**config.mk**
```make
export PLATFORM = sky130hd
export DESIGN_NAME = msi_snoop_ctrl
export DESIGN_NICKNAME = d
export VERILOG_FILES = /design/src/rtl/msi_pkg.sv /design/src/rtl/msi_line_array.sv /design/src/rtl/msi_snoop_unit.sv /design/src/rtl/msi_req_fsm.sv /design/src/rtl/msi_snoop_ctrl.sv
export SDC_FILE = /design/constraint.sdc
export NUM_CORES = 1
export LEC_CHECK = 0
export BUFFER_PORTS_ARGS = -buffer_cell sky130_fd_sc_hd__buf_2
export CORE_UTILIZATION = 50
export CTS_CLUSTER_DIAMETER = 120
export DETAILED_ROUTE_END_ITERATION = 10
export PLACE_DENSITY = 0.78
export SYNTH_ARGS = -nofsm -noshare
export SYNTH_HDL_FRONTEND = slang
export SYNTH_HIERARCHICAL = 1
export SYNTH_SLANG_ARGS = --single-unit
```
**constraint.sdc**
```tcl
create_clock -name clk -period 3 [get_ports clk]
set_clock_uncertainty 0.15 [all_clocks]
set_input_delay 0 -clock clk [delete_from_list [all_inputs] [get_ports clk]]
set_output_delay 0 -clock clk [all_outputs]
set_load 0.01 [all_outputs]
```
**src/rtl/msi_pkg.sv**
```systemverilog
// Shared encodings for the MSI snooping controller.
// Assumes: command codes match those used by every agent on the bus.
package msi_pkg;
    typedef enum logic [1:0] {
        LS_INV = 2'd0,
        LS_SHD = 2'd1,
        LS_MOD = 2'd2
    } line_st_t;

    typedef enum logic [1:0] {
        OP_LOAD  = 2'd0,
        OP_STORE = 2'd1,
        OP_EVICT = 2'd2
    } proc_op_t;

    typedef enum logic [2:0] {
        BC_IDLE = 3'd0,
        BC_RD   = 3'd1,
        BC_RDX  = 3'd2,
        BC_INV  = 3'd3,
        BC_WB   = 3'd4
    } bus_cmd_t;
endpackage

```
**src/rtl/msi_line_array.sv**
```systemverilog
// Direct-mapped store of line state and tag with two read ports and two
// write ports. The processor-side write wins over a snoop write on the
// same index in the same cycle.
// Assumes: write indices are in range; reset clears every line to Invalid.
module msi_line_array
    import msi_pkg::*;
#(
    parameter int IDX_W = 2,
    parameter int TAG_W = 6
) (
    input  logic             clk,
    input  logic             rst_n,
    input  logic [IDX_W-1:0] rda_idx,
    output line_st_t         rda_st,
    output logic [TAG_W-1:0] rda_tag,
    input  logic [IDX_W-1:0] rdb_idx,
    output line_st_t         rdb_st,
    output logic [TAG_W-1:0] rdb_tag,
    input  logic             own_we,
    input  logic [IDX_W-1:0] own_idx,
    input  logic [TAG_W-1:0] own_tag,
    input  line_st_t         own_st,
    input  logic             snp_we,
    input  logic [IDX_W-1:0] snp_idx,
    input  line_st_t         snp_st
);
    localparam int LINES = 1 << IDX_W;

    line_st_t         st_q  [LINES];
    logic [TAG_W-1:0] tag_q [LINES];

    generate
        for (genvar g = 0; g < LINES; g++) begin : g_line
            // Update one line: reset, processor write, else snoop write.
            always_ff @(posedge clk) begin
                if (!rst_n) begin
                    st_q[g]  <= LS_INV;
                    tag_q[g] <= '0;
                end else if (own_we && (own_idx == IDX_W'(g))) begin
                    st_q[g]  <= own_st;
                    tag_q[g] <= own_tag;
                end else if (snp_we && (snp_idx == IDX_W'(g))) begin
                    st_q[g]  <= snp_st;
                end
            end
        end
    endgenerate

    // Read both ports.
    always_comb begin
        rda_st  = st_q[rda_idx];
        rda_tag = tag_q[rda_idx];
        rdb_st  = st_q[rdb_idx];
        rdb_tag = tag_q[rdb_idx];
    end
endmodule

```
**src/rtl/msi_snoop_unit.sv**
```systemverilog
// Decides the local reaction to one snooped bus command: the new line
// state, whether to write it, and whether to supply data.
// Assumes: cur_st is already Invalid when the stored tag does not match.
module msi_snoop_unit
    import msi_pkg::*;
#(
    parameter int ID_W  = 2,
    parameter int MY_ID = 0
) (
    input  logic [2:0]      snp_cmd,
    input  logic [ID_W-1:0] snp_id,
    input  line_st_t        cur_st,
    output logic            upd_we,
    output line_st_t        upd_st,
    output logic            reply
);
    logic foreign;

    // Map the snooped command and local state to an action.
    always_comb begin
        foreign = (snp_id != ID_W'(MY_ID));
        upd_we  = 1'b0;
        upd_st  = cur_st;
        reply   = 1'b0;
        if (foreign) begin
            unique case (bus_cmd_t'(snp_cmd))
                BC_RD: begin
                    if (cur_st == LS_MOD) begin
                        reply  = 1'b1;
                        upd_we = 1'b1;
                        upd_st = LS_SHD;
                    end
                end
                BC_RDX: begin
                    if (cur_st != LS_INV) begin
                        reply  = (cur_st == LS_MOD);
                        upd_we = 1'b1;
                        upd_st = LS_INV;
                    end
                end
                BC_INV: begin
                    if (cur_st == LS_SHD) begin
                        upd_we = 1'b1;
                        upd_st = LS_INV;
                    end
                end
                default: ;
            endcase
        end
    end
endmodule

```
**src/rtl/msi_req_fsm.sv**
```systemverilog
// Processor-side sequencer. Chooses the bus command from the current line
// state every cycle, requests the bus, issues the command in the granted
// cycle and waits for a data reply after reads.
// Assumes: the request stays unchanged until req_done; the reply strobe
// arrives only while a read is outstanding.
module msi_req_fsm
    import msi_pkg::*;
(
    input  logic     clk,
    input  logic     rst_n,
    input  logic     req_valid,
    input  logic [1:0] req_op,
    input  line_st_t cur_st,
    input  logic     bus_gnt,
    input  logic     bus_reply_in,
    output logic     req_done,
    output logic     bus_req,
    output bus_cmd_t cmd,
    output logic     own_we,
    output line_st_t own_st
);
    typedef enum logic {PH_ARB = 1'b0, PH_WAIT = 1'b1} phase_t;

    phase_t   ph_q, ph_d;
    bus_cmd_t need;
    proc_op_t op;

    // Bus command the request would need with the current line state.
    always_comb begin
        op   = proc_op_t'(req_op);
        need = BC_IDLE;
        unique case (op)
            OP_LOAD:  need = (cur_st == LS_INV) ? BC_RD : BC_IDLE;
            OP_STORE: need = (cur_st == LS_INV) ? BC_RDX :
                             (cur_st == LS_SHD) ? BC_INV : BC_IDLE;
            OP_EVICT: need = (cur_st == LS_MOD) ? BC_WB : BC_IDLE;
            default:  need = BC_IDLE;
        endcase
    end

    // Outputs, line updates and next phase.
    always_comb begin
        ph_d     = ph_q;
        req_done = 1'b0;
        bus_req  = 1'b0;
        cmd      = BC_IDLE;
        own_we   = 1'b0;
        own_st   = cur_st;
        if (ph_q == PH_WAIT) begin
            if (bus_reply_in) begin
                req_done = 1'b1;
                own_we   = 1'b1;
                own_st   = (op == OP_STORE) ? LS_MOD : LS_SHD;
                ph_d     = PH_ARB;
            end
        end else if (req_valid) begin
            if (need == BC_IDLE) begin
                req_done = 1'b1;
                own_we   = (op == OP_EVICT) && (cur_st != LS_INV);
                own_st   = LS_INV;
            end else begin
                bus_req = 1'b1;
                if (bus_gnt) begin
                    cmd = need;
                    if (need == BC_INV) begin
                        req_done = 1'b1;
                        own_we   = 1'b1;
                        own_st   = LS_MOD;
                    end else if (need == BC_WB) begin
                        req_done = 1'b1;
                        own_we   = 1'b1;
                        own_st   = LS_INV;
                    end else begin
                        ph_d = PH_WAIT;
                    end
                end
            end
        end
    end

    // Phase register.
    always_ff @(posedge clk) begin
        if (!rst_n) ph_q <= PH_ARB;
        else        ph_q <= ph_d;
    end
endmodule

```
**src/rtl/msi_snoop_ctrl.sv**
```systemverilog
// Top of the per-cache MSI coherence controller. Splits addresses into
// index and tag, looks up both the processor and the snoop address, and
// joins the request sequencer and the snoop reaction onto one line store.
// Assumes: ADDR_W > IDX_W; the bus carries one command per cycle.
module msi_snoop_ctrl
    import msi_pkg::*;
#(
    parameter int ADDR_W = 8,
    parameter int IDX_W  = 2,
    parameter int ID_W   = 2,
    parameter int MY_ID  = 0
) (
    input  logic              clk,
    input  logic              rst_n,
    input  logic              req_valid,
    input  logic [1:0]        req_op,
    input  logic [ADDR_W-1:0] req_addr,
    output logic              req_done,
    output logic              req_stall,
    output logic              bus_req,
    input  logic              bus_gnt,
    output logic [2:0]        bus_cmd,
    output logic [ADDR_W-1:0] bus_addr,
    input  logic              bus_reply_in,
    input  logic [2:0]        snp_cmd,
    input  logic [ADDR_W-1:0] snp_addr,
    input  logic [ID_W-1:0]   snp_id,
    output logic              snp_reply
);
    localparam int TAG_W = ADDR_W - IDX_W;

    logic [IDX_W-1:0] r_idx, s_idx;
    logic [TAG_W-1:0] r_tag, s_tag, r_tag_q, s_tag_q;
    line_st_t         r_st_q, s_st_q, r_cur, s_cur;
    logic             own_we, snp_we;
    line_st_t         own_st, snp_st;
    bus_cmd_t         cmd;

    // Address split and tag-qualified states.
    always_comb begin
        r_idx = req_addr[IDX_W-1:0];
        r_tag = req_addr[ADDR_W-1:IDX_W];
        s_idx = snp_addr[IDX_W-1:0];
        s_tag = snp_addr[ADDR_W-1:IDX_W];
        r_cur = (r_tag_q == r_tag) ? r_st_q : LS_INV;
        s_cur = (s_tag_q == s_tag) ? s_st_q : LS_INV;
    end

    msi_line_array #(.IDX_W(IDX_W), .TAG_W(TAG_W)) u_lines (
        .clk     (clk),
        .rst_n   (rst_n),
        .rda_idx (r_idx),
        .rda_st  (r_st_q),
        .rda_tag (r_tag_q),
        .rdb_idx (s_idx),
        .rdb_st  (s_st_q),
        .rdb_tag (s_tag_q),
        .own_we  (own_we),
        .own_idx (r_idx),
        .own_tag (r_tag),
        .own_st  (own_st),
        .snp_we  (snp_we),
        .snp_idx (s_idx),
        .snp_st  (snp_st)
    );

    msi_req_fsm u_fsm (
        .clk          (clk),
        .rst_n        (rst_n),
        .req_valid    (req_valid),
        .req_op       (req_op),
        .cur_st       (r_cur),
        .bus_gnt      (bus_gnt),
        .bus_reply_in (bus_reply_in),
        .req_done     (req_done),
        .bus_req      (bus_req),
        .cmd          (cmd),
        .own_we       (own_we),
        .own_st       (own_st)
    );

    msi_snoop_unit #(.ID_W(ID_W), .MY_ID(MY_ID)) u_snoop (
        .snp_cmd (snp_cmd),
        .snp_id  (snp_id),
        .cur_st  (s_cur),
        .upd_we  (snp_we),
        .upd_st  (snp_st),
        .reply   (snp_reply)
    );

    // Drive the bus and the processor stall.
    always_comb begin
        bus_cmd   = 3'(cmd);
        bus_addr  = req_addr;
        req_stall = req_valid && !req_done;
    end
endmodule

```
# Word level (Yosys, flattened, before mapping)
# Memories as Yosys holds them, arrays and structs flattened.
# Cells that the tools add are included.
word_totals:
  reg_bits: 1
  inputBits: 28
  wordCells: 146
  out_inout_bits: 15
  mem_bits_rw: 32
  mem_count: 2
mem_list:
  columns: ["memory", "words", "word_bits", "read_ports", "rd_ports_with_merged_regs", "wr", "line_no", "text"]
  rows:
  - ["u_lines.tag_q", 4, 6, 2, 0, 4, "msi_line_array.sv:30", "logic [TAG_W-1:0] tag_q [LINES];"]
  - ["u_lines.st_q", 4, 2, 2, 0, 4, "msi_line_array.sv:29", "line_st_t st_q [LINES];"]
classes:
  n_reduce_logical: 19
  bitwise: 12
  muxes: 93
  eq_ne: 19
ops:
  columns: ["operator", "n"]
  rows:
  - ["1-bit two-way mux", 56]
  - ["2-bit two-way mux", 23]
  - ["6-bit two-way mux", 4]
  - ["3-bit two-way mux", 6]
  - ["2-bit == test, second input constant", 7]
  - ["6-bit == test", 2]
  - ["1-bit OR", 12]
  - ["2-bit by 1-bit == test with 1-bit output, second input constant", 5]
  - ["1-bit logical AND", 10]
  - ["3-bit by 2-bit == test with 1-bit output, second input constant", 3]
  - ["3-bit one-hot mux with 3 select lines", 1]
  - ["2-bit zero test", 4]
  - ["2-bit one-hot mux with 3 select lines", 1]
  - ["2-bit nonzero test", 3]
  - ["3-bit by 1-bit == test with 1-bit output, second input constant", 1]
  - ["3-bit == test, second input constant", 1]
  - ["3-bit zero test", 1]
  - ["1-bit one-hot mux with 3 select lines", 1]
  - ["1-bit one-hot mux with 2 select lines", 1]
  - ["1-bit zero test", 1]

# Longest topological paths before layout
# An unclocked memory read counts as a cell.
logic_depth:
  word_depth: 20
  ltp_mapped: 12
  mapped_depth_nobuf: 9

# Modules after synthesis
# The synthesis kept the hierarchy.
modules_own_cells:
  columns: ["module", "n_inst", "cells_each", "seq_area_each_um2", "area_each_um2"]
  rows:
  - ["msi_line_array", 1, 112, 960.9, 1760.4]
  - ["msi_req_fsm", 1, 35, 20.0, 254.0]
  - ["msi_snoop_ctrl", 1, 30, 0.0, 217.7]
  - ["msi_snoop_unit", 1, 15, 0.0, 116.4]

# Worst setup path after synthesis
# Ideal clock, no wire load.
synth_timing:
  kind: "register to register"
  startpoint: "memory u_lines.tag_q[3][1]"
  endpoint: "memory u_lines/st_q[0][0] (netlist name) (enable)"
  required_time_ns: 2.483
  arrival_ns: 2.723
  path_stages_with_launch: 10
  setup_slack_ns: -0.241
  setup_ns: 0.367
  period_less_slack_ns: 3.241
  path_buffers: 0
  cell_sequence: "edfxtp_1 -> mux4_2 -> xor2_1 -> nor2_1 -> and3_1 -> or3b_4 -> o211a_1 -> o21ai_1 -> or3b_4 -> o311ai_0"
synth_lines:
  columns: ["element", "line_no"]
  rows:
  - ["start, declared", "msi_line_array.sv:30"]
  - ["end, declared", "msi_line_array.sv:29"]

==> metrics <==
antenna fix cells=0; Filler cells=342; DRC Markers=8; FMAX=0.313 GHz; unique cell type count in the Yosys netlist=47; initial core utilization=52.8%; total clock sinks=33; min-delay src=req_addr[4]; max_cap viols=0; Top FF cell, synth=edfxtp_1; vias in the first global route=1832; CTS H-tree lvls=2; leading cell type in the layout, fill and taps excluded=buf_2; worst slack at placement=-361 ps; cell count after placement=291; I/O pins=43; average wire per standard cell=18.9 um; Worst Path Buf+Inv=0; Synth Instances=192; slowest library cell on the worst path=mux4_2; first-pass GRT wire length=8880 um; antenna viol nets, final=0; I/O Buffers=42; Top delay family on crit path=simple AND/OR/NAND/NOR gates; failing checks=design-rule violations, negative setup slack; Mapped Area=0.00235 mm2; largest fanout on the critical path=4; Post-synth EDFFs=32; initial antenna violation count=0; first-pass iteration count of the detailed router=7; Via density=6.13; Worst Max-Slew Pin Slew=508 ps; critical path's largest stage delay=510 ps; Hold Crit Class=primary input to output pin; Tmin final=3200 ps; P_leak=0.00119 uW; CP endpoint kind=flip-flop; worst vdd ir=0.000298 V; yosys warns=6; Tcrit/Tclk final=107%; overall routing resource usage=24.1%; die area=0.00498 mm2; crit path DAT=3100 ps; P&R area growth vs syn=31.1%; crit path launch=u_lines/tag_q[3][0]; width of the die=70.5 um; Placer Congestion=0.841; most frequent cells in the layout=buf_2, edfxtp_1, and2_1; post-synthesis net count=220; Total Routed Length=5850 um; Slew Viols, Final=0; Core Rows=24; number of synthesized register bits=33; share of cells above drive strength 1=48.2%; unrepaired setup endpoints after global routing=true; clk slew on worst S/H paths=70 ps; Max Buffers Root-to-Sink=2; Crit Path Class=flip-flop to flip-flop; Seq/Total Area, Yosys=41.8%; Critical Path RT=2900 ps; worst skew pair latency=290 ps; Hold Fails Final Rpt=0; largest net degree at the start of global routing=18; CTS tree=done; vias=1895; async set-reset flop share out of synthesis=0%; final worst setup slack=-195 ps; Cell Count, Final, Fillers Out=309; # setup viols final=62; RR Startpoint=u_lines/tag_q[3][0]; status=finished, violations left; Core ar.=0.00444 mm2; die height=70.5 um; pwr/cell area=379 mW/mm2; hpwl dp=3960 um; crit path cell chain=mux4_2, xor2_2, nor4_4, and3_4, or3b_4, o211a_1, o21ai_2, or3b_4, a32o_1; grt ovf=0; violation count after the first detailed-route iteration=114; relative slew slack=66.1%; cell mode on critical path=or3b_4; crit start category=flip-flop; cts bufs inserted=5; CTS root buf=clkbuf_8; average size of a mapped cell=12.2 um2; nets@finish=284
==> Yosys cell counts (4+ instances only) <==
cell type / n / area [um2]
nand2_1: 8 / 30.0
edfxtp_1: 32 / 961
nand3b_1: 6 / 45.0
buf_4: 8 / 60.1
a32o_1: 8 / 80.1
mux4_2: 16 / 360
and2_1: 25 / 156
xnor2_1: 7 / 61.3
and4b_1: 4 / 40.0
xor2_1: 7 / 61.3
nand3_1: 7 / 35.0
nor2b_1: 4 / 25.0
nor2_1: 7 / 26.3
==> sequential cells by signal (all words and copies together), names as in the netlist <==
signal	flops
u_fsm/ph_q	1
u_lines/st_q	8
u_lines/tag_q	24
==> layout make-up <==
class	instances	area [um2]	share of cell area, %
multi-input combinational	139	1420	46.0
clock inverter	2	33.8	1.10
clock buffer	6	72.6	2.36
tap	52	65.1	2.11
inverter	3	11.3	0.366
timing repair buffer	74	499	16.2
sequential	33	981	31.9
==> repair_timing <==
| item | CTS | global route |
|---|---|---|
| hold buffers | 8 | 0 |
| resized for setup | 10 | 23 |
| hold endpoints to repair | 25 | 0 |
| pin swaps | 12 | 17 |
| setup buffers | 4 | 0 |
| setup endpoints to repair | 68 | 66 |
| cloned | 0 | 0 |
==> routing by layer <==
layer	global-route usage [%]	vias to the layer above	part of all wire (%)
li1	-	865	-
met1	30.9	923	41
met2	40.5	92	51
met3	4.56	15	6.2
met4	10.7	0	2.0
met5	0	-	0
==> kinds of logic after synthesis <==
family                    count (synthesis)  synth area share (%)
and+or+nand+nor                          82                  22.6
muxes                                    17                  15.8
DFF                                      33                  41.8
AOI/OAI and AO/OA                        26                  9.70
xor gates and xnor gates                 14                  5.22
buffers and inverters                    20                  4.95
==> stage by stage <==
stage / hold slack [ps] / cell area (um2) / total power [uW] / utilization, % / setup TNS [ps]
6_report: 117 / 3080 / 1170 / 69.3 / -6660
5_1_grt: 124 / 3080 / 1210 / 69.3 / -11560
4_1_cts: 94.6 / 2980 / 1150 / 66.9 / -6420
3_5_place_dp: 116 / 2720 / 732 / 61.2 / -18870
3_3_place_gp: 114 / 2720 / 728 / 61.2 / -14960
2_1_floorplan: -97.1 / 2360 / 650 / - / -898
==> report_power, final <==
group	switching, uW	leakage, uW	total (uW)	internal (uW)
clock	164	0.0000528	409	245
combinational	114	0.000797	228	114
sequential	8.99	0.000340	530	521
total	288	0.00119	1170	880
==> final timing paths <==
| kind | slack [ps] | cells after the start | end |
|---|---|---|---|
| worst min-delay path | 120 | 2 | bus_addr[4] |
| worst min register to register | 520 | 3 | u_fsm/ph_q |
| worst max register to register | -200 | 9 | u_lines/st_q[0][1] |
| worst max-delay path | -200 | 9 | u_lines/st_q[0][1] |
No activity file was read; power rests on OpenSTA's default activity.
